[src/rtl/euler_pkg.sv]
package euler_pkg;

  typedef enum logic [3:0] {
    ST_IDLE, ST_LD1, ST_LD2, ST_LD3, ST_COND,
    ST_S1, ST_S2, ST_S3, ST_S4, ST_OUT, ST_FIN
  } state_e;

  // multiplier 1, operand A: 0 product reg 1, 1 u, 2 constant
  localparam logic [1:0] M1_P1 = 2'd0;
  localparam logic [1:0] M1_U  = 2'd1;
  localparam logic [1:0] M1_K  = 2'd2;
  // multiplier 1, operand B: 0 dx, 1 y
  localparam logic M2_DX = 1'b0;
  localparam logic M2_Y  = 1'b1;
  // multiplier 2, operand A: 0 product reg 1, 1 constant
  localparam logic M3_P1 = 1'b0;
  localparam logic M3_K  = 1'b1;
  // multiplier 2, operand B: 0 product reg 2, 1 x
  localparam logic M4_P2 = 1'b0;
  localparam logic M4_X  = 1'b1;
  // adder operand A: 0 product reg 2, 1 x, 2 u, 3 y
  localparam logic [1:0] M5_P2 = 2'd0;
  localparam logic [1:0] M5_X  = 2'd1;
  localparam logic [1:0] M5_U  = 2'd2;
  localparam logic [1:0] M5_Y  = 2'd3;
  // adder operand B: 0 product reg 1, 1 product reg 2, 2 dx
  localparam logic [1:0] M6_P1 = 2'd0;
  localparam logic [1:0] M6_P2 = 2'd1;
  localparam logic [1:0] M6_DX = 2'd2;

  typedef struct packed {
    logic [1:0] m1;
    logic       m2;
    logic       m3;
    logic       m4;
    logic [1:0] m5;
    logic [1:0] m6;
    logic       p2_from_add;
    logic       sub;
    logic       from_port;
    logic       en_p1;
    logic       en_p2;
    logic       en_x;
    logic       en_u;
    logic       en_a;
    logic       en_y;
    logic       en_k;
    logic       en_dx;
    logic       en_c;
    logic       out_en;
  } ctl_t;

endpackage

[src/rtl/euler_opmux.sv]
module euler_opmux #(
  parameter int N = 2,
  parameter int W = 32,
  localparam int SW = (N > 1) ? $clog2(N) : 1
) (
  input  logic [N-1:0][W-1:0] din,
  input  logic [SW-1:0]       sel,
  output logic [W-1:0]        dout
);
  always_comb begin
    dout = '0;
    for (int i = 0; i < N; i++) begin
      if (int'(sel) == i) dout = din[i];
    end
  end
endmodule

[src/rtl/euler_fu.sv]
module euler_fu #(
  parameter int  W      = 32,
  parameter bit  IS_MUL = 1'b1
) (
  input  logic [W-1:0] a,
  input  logic [W-1:0] b,
  input  logic         sub,
  output logic [W-1:0] r
);
  generate
    if (IS_MUL) begin : g_mul
      logic [2*W-1:0] full;
      assign full = a * b;
      assign r    = full[W-1:0];
      logic unused_sub;
      assign unused_sub = sub ^ (^full[2*W-1:W]);
    end else begin : g_add
      assign r = sub ? (a - b) : (a + b);
    end
  endgenerate
endmodule

[src/rtl/euler_ctrl.sv]
module euler_ctrl
  import euler_pkg::*;
(
  input  logic clk,
  input  logic rst,
  input  logic start_i,
  input  logic cond_i,
  output ctl_t ctl_o,
  output logic done_o
);
  state_e state_q, state_d;
  logic   done_q;

  always_comb begin
    state_d = state_q;
    case (state_q)
      ST_IDLE: if (start_i) state_d = ST_LD1;
      ST_LD1:  state_d = ST_LD2;
      ST_LD2:  state_d = ST_LD3;
      ST_LD3:  state_d = ST_COND;
      ST_COND: state_d = cond_i ? ST_S1 : ST_OUT;
      ST_S1:   state_d = ST_S2;
      ST_S2:   state_d = ST_S3;
      ST_S3:   state_d = ST_S4;
      ST_S4:   state_d = ST_COND;
      ST_OUT:  state_d = ST_FIN;
      ST_FIN:  state_d = ST_IDLE;
      default: state_d = ST_IDLE;
    endcase
  end

  always_ff @(posedge clk) begin
    if (rst) begin
      state_q <= ST_IDLE;
      done_q  <= 1'b0;
    end else begin
      state_q <= state_d;
      done_q  <= (state_q == ST_OUT);
    end
  end

  // control word per state
  always_comb begin
    ctl_o = '0;
    case (state_q)
      ST_LD1: begin
        ctl_o.from_port = 1'b1;
        ctl_o.en_x = 1'b1;
        ctl_o.en_u = 1'b1;
        ctl_o.en_k = 1'b1;
      end
      ST_LD2: begin
        ctl_o.en_dx = 1'b1;
        ctl_o.en_a  = 1'b1;
      end
      ST_LD3: begin
        ctl_o.from_port = 1'b1;
        ctl_o.en_y = 1'b1;
        ctl_o.en_c = 1'b1;
      end
      ST_S1: begin // u*dx, 3*x, x+dx
        ctl_o.m1 = M1_U;  ctl_o.m2 = M2_DX; ctl_o.en_p1 = 1'b1;
        ctl_o.m3 = M3_K;  ctl_o.m4 = M4_X;  ctl_o.en_p2 = 1'b1;
        ctl_o.m5 = M5_X;  ctl_o.m6 = M6_DX; ctl_o.en_x  = 1'b1;
      end
      ST_S2: begin // 3*y, t1*t2, y+t1
        ctl_o.m1 = M1_K;  ctl_o.m2 = M2_Y;  ctl_o.en_p1 = 1'b1;
        ctl_o.m3 = M3_P1; ctl_o.m4 = M4_P2; ctl_o.en_p2 = 1'b1;
        ctl_o.m5 = M5_Y;  ctl_o.m6 = M6_P1; ctl_o.en_y  = 1'b1;
      end
      ST_S3: begin // t3*dx, u-t4
        ctl_o.m1 = M1_P1; ctl_o.m2 = M2_DX; ctl_o.en_p1 = 1'b1;
        ctl_o.m5 = M5_U;  ctl_o.m6 = M6_P2; ctl_o.sub = 1'b1;
        ctl_o.p2_from_add = 1'b1; ctl_o.en_p2 = 1'b1;
      end
      ST_S4: begin // t6-t5, next test
        ctl_o.m5 = M5_P2; ctl_o.m6 = M6_P1; ctl_o.sub = 1'b1;
        ctl_o.en_u = 1'b1;
        ctl_o.en_c = 1'b1;
      end
      ST_OUT: ctl_o.out_en = 1'b1;
      default: ;
    endcase
  end

  assign done_o = done_q;

  AST_DONE_PULSE: assert property (@(posedge clk) disable iff (rst)
    done_q |=> !done_q);

  AST_BUSY_NO_RELOAD: assert property (@(posedge clk) disable iff (rst)
    (state_q != ST_IDLE) |=> (state_q != ST_LD1));

  AST_BODY_SEQ: assert property (@(posedge clk) disable iff (rst)
    (state_q == ST_S1) |=> (state_q == ST_S2));

endmodule

[src/rtl/euler_datapath.sv]
module euler_datapath
  import euler_pkg::*;
#(
  parameter int DW  = 16,
  parameter int DXW = 8
) (
  input  logic          clk,
  input  logic          rst,
  input  ctl_t          ctl,
  input  logic [DW-1:0] p1_i,
  input  logic [DW-1:0] p2_i,
  output logic          cond_o,
  output logic [DW-1:0] y_o
);
  localparam int PW = 2 * DW;
  localparam int KW = 2;
  localparam logic [KW-1:0] K3 = KW'(3);

  logic [PW-1:0]  p1_q, p2_q;
  logic [DW-1:0]  x_q, u_q, a_q, y_q, yout_q;
  logic [DXW-1:0] dx_q;
  logic [KW-1:0]  k_q;
  logic           c_q;

  logic [PW-1:0] x_w, u_w, y_w, dx_w, k_w;
  assign x_w  = {{(PW-DW){x_q[DW-1]}}, x_q};
  assign u_w  = {{(PW-DW){u_q[DW-1]}}, u_q};
  assign y_w  = {{(PW-DW){y_q[DW-1]}}, y_q};
  assign dx_w = {{(PW-DXW){dx_q[DXW-1]}}, dx_q};
  assign k_w  = PW'(k_q);

  logic [PW-1:0] m1_o, m2_o, m3_o, m4_o, m5_o, m6_o;
  logic [PW-1:0] mul1_r, mul2_r, add_r;

  euler_opmux #(.N(3), .W(PW)) u_m1 (.din({k_w, u_w, p1_q}),       .sel(ctl.m1), .dout(m1_o));
  euler_opmux #(.N(2), .W(PW)) u_m2 (.din({y_w, dx_w}),            .sel(ctl.m2), .dout(m2_o));
  euler_opmux #(.N(2), .W(PW)) u_m3 (.din({k_w, p1_q}),            .sel(ctl.m3), .dout(m3_o));
  euler_opmux #(.N(2), .W(PW)) u_m4 (.din({x_w, p2_q}),            .sel(ctl.m4), .dout(m4_o));
  euler_opmux #(.N(4), .W(PW)) u_m5 (.din({y_w, u_w, x_w, p2_q}),  .sel(ctl.m5), .dout(m5_o));
  euler_opmux #(.N(3), .W(PW)) u_m6 (.din({dx_w, p2_q, p1_q}),     .sel(ctl.m6), .dout(m6_o));

  euler_fu #(.W(PW), .IS_MUL(1'b1)) u_mul1 (.a(m1_o), .b(m2_o), .sub(1'b0),    .r(mul1_r));
  euler_fu #(.W(PW), .IS_MUL(1'b1)) u_mul2 (.a(m3_o), .b(m4_o), .sub(1'b0),    .r(mul2_r));
  euler_fu #(.W(PW), .IS_MUL(1'b0)) u_add  (.a(m5_o), .b(m6_o), .sub(ctl.sub), .r(add_r));

  logic cmp_lt;
  assign cmp_lt = $signed(x_q) < $signed(a_q);

  always_ff @(posedge clk) begin
    if (rst) begin
      p1_q   <= '0;
      p2_q   <= '0;
      x_q    <= '0;
      u_q    <= '0;
      a_q    <= '0;
      y_q    <= '0;
      dx_q   <= '0;
      k_q    <= '0;
      c_q    <= 1'b0;
      yout_q <= '0;
    end else begin
      if (ctl.en_p1)  p1_q   <= mul1_r;
      if (ctl.en_p2)  p2_q   <= ctl.p2_from_add ? add_r : mul2_r;
      if (ctl.en_x)   x_q    <= ctl.from_port ? p1_i : add_r[DW-1:0];
      if (ctl.en_u)   u_q    <= ctl.from_port ? p2_i : add_r[DW-1:0];
      if (ctl.en_y)   y_q    <= ctl.from_port ? p2_i : add_r[DW-1:0];
      if (ctl.en_a)   a_q    <= p2_i;
      if (ctl.en_dx)  dx_q   <= p1_i[DXW-1:0];
      if (ctl.en_k)   k_q    <= K3;
      if (ctl.en_c)   c_q    <= cmp_lt;
      if (ctl.out_en) yout_q <= y_q;
    end
  end

  assign cond_o = c_q;
  assign y_o    = yout_q;

  AST_BODY_NEEDS_TRUE: assert property (@(posedge clk) disable iff (rst)
    (ctl.en_x && !ctl.from_port) |-> c_q);

  AST_OUT_HOLD: assert property (@(posedge clk) disable iff (rst)
    !ctl.out_en |=> $stable(yout_q));

endmodule

[src/rtl/euler_loop_engine.sv]
module euler_loop_engine
  import euler_pkg::*;
#(
  parameter int DW  = 16,
  parameter int DXW = 8
) (
  input  logic          clk,
  input  logic          rst,
  input  logic          start_i,
  input  logic [DW-1:0] port1_i,
  input  logic [DW-1:0] port2_i,
  output logic          done_o,
  output logic [DW-1:0] y_o
);
  ctl_t ctl;
  logic cond;

  euler_ctrl u_ctrl (
    .clk     (clk),
    .rst     (rst),
    .start_i (start_i),
    .cond_i  (cond),
    .ctl_o   (ctl),
    .done_o  (done_o)
  );

  euler_datapath #(.DW(DW), .DXW(DXW)) u_dp (
    .clk    (clk),
    .rst    (rst),
    .ctl    (ctl),
    .p1_i   (port1_i),
    .p2_i   (port2_i),
    .cond_o (cond),
    .y_o    (y_o)
  );

  AST_RESET_QUIET: assert property (@(posedge clk)
    rst |=> (!done_o && (y_o == '0)));

endmodule

[config.mk]
export PLATFORM = sky130hd
export DESIGN_NAME = euler_loop_engine
export DESIGN_NICKNAME = d
export VERILOG_FILES = /design/src/rtl/euler_pkg.sv /design/src/rtl/euler_opmux.sv /design/src/rtl/euler_fu.sv /design/src/rtl/euler_ctrl.sv /design/src/rtl/euler_datapath.sv /design/src/rtl/euler_loop_engine.sv
export SDC_FILE = /design/constraint.sdc
export NUM_CORES = 1
export LEC_CHECK = 0
export ABC_AREA = 1
export BUFFER_PORTS_ARGS = -buffer_cell sky130_fd_sc_hd__buf_2
export CORE_MARGIN = 2
export CORE_UTILIZATION = 42
export CTS_CLUSTER_SIZE = 30
export DETAILED_ROUTE_END_ITERATION = 16
export SYNTH_ARGS = -nofsm -noshare
export SYNTH_HDL_FRONTEND = slang
export SYNTH_SLANG_ARGS = --single-unit
[constraint.sdc]
create_clock -name clk -period 10.4 [get_ports clk]
set_clock_uncertainty 0.15 [all_clocks]
set_input_delay 1.56 -clock clk [delete_from_list [all_inputs] [get_ports clk]]
set_output_delay 1.56 -clock clk [all_outputs]
set_load 0.1 [all_outputs]
Word level (Yosys, flattened, before mapping)
Cells that the tools add are included.

word-level totals
  flip-flop bits (word level) = 159
  input bits = 35
  output and inout bits = 17
  word-level logic and storage cells = 79

cells by class
  add/subtract/negate cells = 2
  multipliers = 2
  magnitude comparators = 1
  eq/ne operators = 17
  mux-type cells = 34
  reductions and logical operators = 11

operators by type and width
  kind                  number
  $mux W32              15
  $mul A32 B32 Y32      2
  $pmux W4 S9           1
  $add A32 B32 Y32      1
  $mux W16              2
  $sub A32 B32 Y32      1
  $eq A4 B3 Y1 const B  4
  $lt A16 B16 Y1        1
  $eq A2 B2 Y1 const B  6
  $pmux W4 S3           1
  $reduce_or A2 Y1      6
  $mux W1               10
  $eq A4 B2 Y1 const B  2
  $eq A4 B4 Y1 const B  2
  $mux W4               2
  $logic_not A2 Y1      3
  $pmux W3 S2           1
  $eq A4 B1 Y1 const B  1
  $logic_not A4 Y1      1
  $mux W2               2
  $reduce_or A3 Y1      1
  $eq A2 B1 Y1 const B  1
  $ne A2 B2 Y1 const B  1

Logic depth before layout (Yosys ltp)
  depth in word-level cells = 10
  depth in mapped cells = 39
  mapped depth without buffers = 36

By module
A second synthesis with hierarchy kept.

unflattened totals
  cells, all modules = 7106
  area total of the unflattened synthesis = 48193.7 um2

modules (own cells, without submodules)
  module                       times used  cells each  area each (um2)  sequential area each (um2)
  euler_fu (u_dp.u_mul2)       1           2320        16973.8          0.0
  euler_fu (u_dp.u_mul1)       1           2321        16912.5          0.0
  euler_datapath               1           900         6532.5           3083.0
  euler_fu (u_dp.u_add)        1           705         3388.2           0.0
  euler_opmux (u_dp.u_m1 ...)  2           148         782.0            0.0
  euler_opmux (u_dp.u_m2 ...)  3           104         491.7            0.0
  euler_opmux (u_dp.u_m5)      1           186         968.4            0.0
  euler_ctrl                   1           66          379.1            100.1

Worst setup path before layout
OpenSTA, ideal clock, no wires.

  path type = register to register
  start point = register u_ctrl.state_q[2]
  end point = register u_dp.p2_q[15]
  library setup time = 0.132 ns
  data arrival time = 6.691 ns
  data required time = 10.118 ns
  slack = 3.427 ns
  stages on the path, launching flop included = 35
  buffers on the path = 4
  period minus slack after synthesis = 6.973 ns
  path through = dfxtp_1 -> inv_1 -> nor2_4 -> nand2_2 -> buf_6 -> buf_6 -> buf_4 -> clkbuf_1 -> nand2_1 -> nor2_1 -> fa_1 -> inv_1 -> fa_1 -> fa_1 -> fa_1 -> inv_1 -> ha_1 -> ha_1 -> fa_1 -> inv_1 -> fa_1 -> inv_1 -> ha_1 -> a21oi_1 -> o21ai_0 -> a21oi_1 -> o21ai_0 -> nand2_1 -> nand2_1 -> a21oi_1 -> inv_1 -> nand3_1 -> nand3_1 -> nand3_1 -> a21oi_1

on the way
  longest elaborated chain between the ends = 10
  elaborated cells between the ends (all ways) = 32
  classes of those cells = 2 x add/sub; 1 x mul; 9 x eq/ne; 16 x mux; 4 x reduce/logical

ends and longest elaborated chain
  what                                                                       RTL line              text
  start: declaration                                                         euler_ctrl.sv:11      state_e state_q, state_d;
  start signal: assignment                                                   euler_ctrl.sv:37      state_q <= state_d;
  parallel branches: the longest is 10 deep, another holds $mul A32 B32 Y32  -
  end signal: assignment                                                     euler_datapath.sv:63  if (ctl.en_p2) p2_q <= ctl.p2_from_add ? add_r : mul2_r;
  end: declaration                                                           euler_datapath.sv:19  logic [PW-1:0] p1_q, p2_q;

Several ways; the timed one is not identified.
A chain may end at the register's enable or synchronous reset.

Worst setup path in the final report
  start point = register u_ctrl.state_q[1]
  end point = register u_dp.p1_q[14]

on the way
  longest elaborated chain between the ends = 7
  elaborated cells between the ends (all ways) = 14
  classes of those cells = 1 x mul; 5 x eq/ne; 6 x mux; 2 x reduce/logical

ends and longest elaborated chain
  what                    RTL line              text
  $eq A4 B3 Y1            euler_ctrl.sv:45      case (state_q)
  $pmux W3 S2             euler_ctrl.sv:45
  $logic_not A2 Y1        euler_opmux.sv:13     if (int'(sel) == i) dout = din[i];
  $mux W32 (3 in a row)   euler_opmux.sv:13
  $mul A32 B32 Y32        euler_fu.sv:13        assign full = a * b;
  end signal: assignment  euler_datapath.sv:62  if (ctl.en_p1) p1_q <= mul1_r;
  end: declaration        euler_datapath.sv:19

Several ways; a longest one is shown, not always the timed one.

==> reports/results.ini <==
[logic_synthesis]
synth_top_flop_cell = dfxtp_1
synth_area_leaders = fa_1 21%, dfxtp_1 16%, ha_1 12%
synth_fp_nets = 2508
ys_warn_count = 0
synth_most_common_cell = inv_1
synth_cell_types = 45
synth.ff_latch_count = 127
synth-edff-count = 0
yosysTopAreaCell = fa_1
yosysSeqAreaShare_pct = 16.4
synth_area_um2 = 15500
postSynthCellCount = 2167
synth_top_area_share_pct = 20.6
syn-mean-instance-area_um2 = 7.14
yosys-top-cells-count = 426 x inv_1, 409 x nand2_1, 242 x nor2_1
synthArstFlopShare_pct = 0

[timing]
hold_violations = 0
finalHoldWorstSlack_ns = 0.313
tns_ns = 0
rsz0062_at_grt = no
post-route-min-period_ns = 7.98
finalSetupViolations = 0
max_freq_ghz = 0.125
fin_ws_ns = 2.42
fin_crit_sh_pct = 76.7
slew-limit-headroom_pct = 43.6
worst_slew_pin_slew_ns = 0.846
drv_slew = 0

[worst_setup_path]
ff2ff_path_depth = 29
worstPathArrival_ns = 8.15
crit_type = flop to flop
slowest_stage = inv_2
cp-start-kind = flop
required_ns = 10.57
cp-end-kind = flop
cpPeakStageDelay_ns = 0.54
path_max_fanout = 28

[layout]
multi_input_area_um2 = 11000
final.fill_count = 3777
syn_to_final_growth_pct = 7.85
diodes = 0
nets = 2516
ff_latch_area_um2 = 2540
drive_gt1_share_pct = 6.44

[power_and_ir_drop]
powerDensity_nw_per_um2 = 109
peakVddDrop_mv = 0.131
cellLeakagePower_nw = 8.34

[cts]
clk_latency_ns = 0.43
ctsResizeCount = 0
cts_buffers = 17
cts_hold_buffers = 0
htree_levels = 4
clockBufferDepth = 2
cts_setup_buffers = 0
root_buffer = clkbuf_16
clk_pin_slew_worst_paths_ns = 0.07
cts_tree = built
clock_sinks = 127

[placed_design]
dp.final_hpwl_um = 42000
port_buffers = 51
routabilityCongestion = 0.979
dp_slack_ns = 2.43

[global_routing]
grt_pass1_vias = 14000
antenna_found_initial = 1
grt_usage_pct = 27.3
grt.overflow.total = 0
grt_first_pass_wirelength_um = 80400
grt_max_degree = 94

[floorplan]
dieArea_um2 = 38400
fp.dieW_um = 196
num_rows = 70
fp.coreArea_um2 = 36400
initial_core_util_pct = 42.5
die_y_um = 196
io_pins = 52

[route]
vias_per_cell = 5.41
dr.first_iter.drc_count = 1383
via_count = 14400
route.detailed.drc = 0
wl_per_cell_um = 19.4
drtPass1Iterations = 5
detail-route-antenna-nets = 0
wl_um = 51600

[job]
maxCapViolCount = 0

[status]
status = complete, no violations

[min_path]
hp-class = flop to flop
holdPathStages = 2

==> placed cells by master (no fill, tap or decap), drive strengths merged, types with 11 or more instances in the layout <==
master	synthesis	final
a21oi	125	125
a31oi	19	19
buf	13	60
clkbuf	58	17
dfxtp	127	127
fa	159	159
ha	147	147
inv	435	443
nand2	418	418
nand3	67	67
nand4	11	11
nor2	248	248
o211ai	27	27
o21ai	145	145
o21bai	16	16
or2	15	15
xnor2	26	26
xor2	41	41
==> through the flow <==
step	utilization, %	std cells	cell area [µm²]	power (mW)
CTS	45.8	2656	16700	1.81
floorplan	-	2167	15500	0.975
detailed placement	44.1	2624	16100	1.19
global route	45.8	2656	16700	1.91
global placement	44.1	2624	16100	1.19
finish	45.8	2656	16700	1.82
==> critical path: cells and delay by family (launching register included) <==
family	cells	cell delay [ns]
AO/OA/AOI/OAI	6	1.40
XOR/XNOR	1	0.10
adder cells (fa/ha/maj)	9	3.86
buffers and inverters	7	0.87
flip-flops	1	0.42
AND/OR/NAND/NOR	6	1.06
==> worst paths after layout <==
kind	from	endpoint	slack, ns
max	u_ctrl.state_q[1]	u_dp.p1_q[14]	2.42
min	u_dp.a_q[5]	u_dp.a_q[5]	0.31
max reg2reg	u_ctrl.state_q[1]	u_dp.p1_q[14]	2.42
min reg2reg	u_dp.a_q[5]	u_dp.a_q[5]	0.31
==> kinds of logic after synthesis <==
| family | Yosys count | synth area share [%] |
|---|---|---|
| simple gates | 777 | 20.5 |
| buf+inv | 510 | 12.6 |
| compound gates | 380 | 14.3 |
| fa+ha+maj | 306 | 32.5 |
| flops | 127 | 16.4 |
| xor+xnor | 67 | 3.79 |
==> power breakdown <==
part	leakage [nW]	internal, mW	switching [mW]	total (mW)
Sequential	1.03	0.535	0.0557	0.590
Clock	0.295	0.361	0.263	0.625
Combinational	7.01	0.180	0.429	0.609
Total	8.34	1.08	0.748	1.82
==> flip-flops by register name, summed over array words and instances (netlist names) <==
signal,count
u_dp.y_o,16
u_dp.u_q,16
u_dp.p2_q,16
u_dp.k_q,1
u_dp.dx_q,8
u_dp.cond_o,1
u_dp.y_q,16
u_dp.x_q,16
u_ctrl.state_q,4
u_dp.a_q,16
u_ctrl.done_o,1
u_dp.p1_q,16
==> layout make-up <==
cell class                 count  share of cell area (%)
clock inverter                15                    1.04
timing repair buffer          60                    1.94
tap                          468                    3.51
multi-input combinational   1530                    65.9
sequential                   127                    15.2
inverter                     439                    9.88
clock buffer                  17                    2.55
==> routing by layer <==
metal	routed length, µm	part of all wire, %	vias up	GRT usage [%]
met1	23400	45	6942	38.4
li1	-	-	6822	-
met2	23100	45	534	43.7
met4	1560	3.0	0	9.20
met3	3510	6.8	79	3.13
met5	0	0	-	0
No activity file was read; power rests on OpenSTA's default activity.
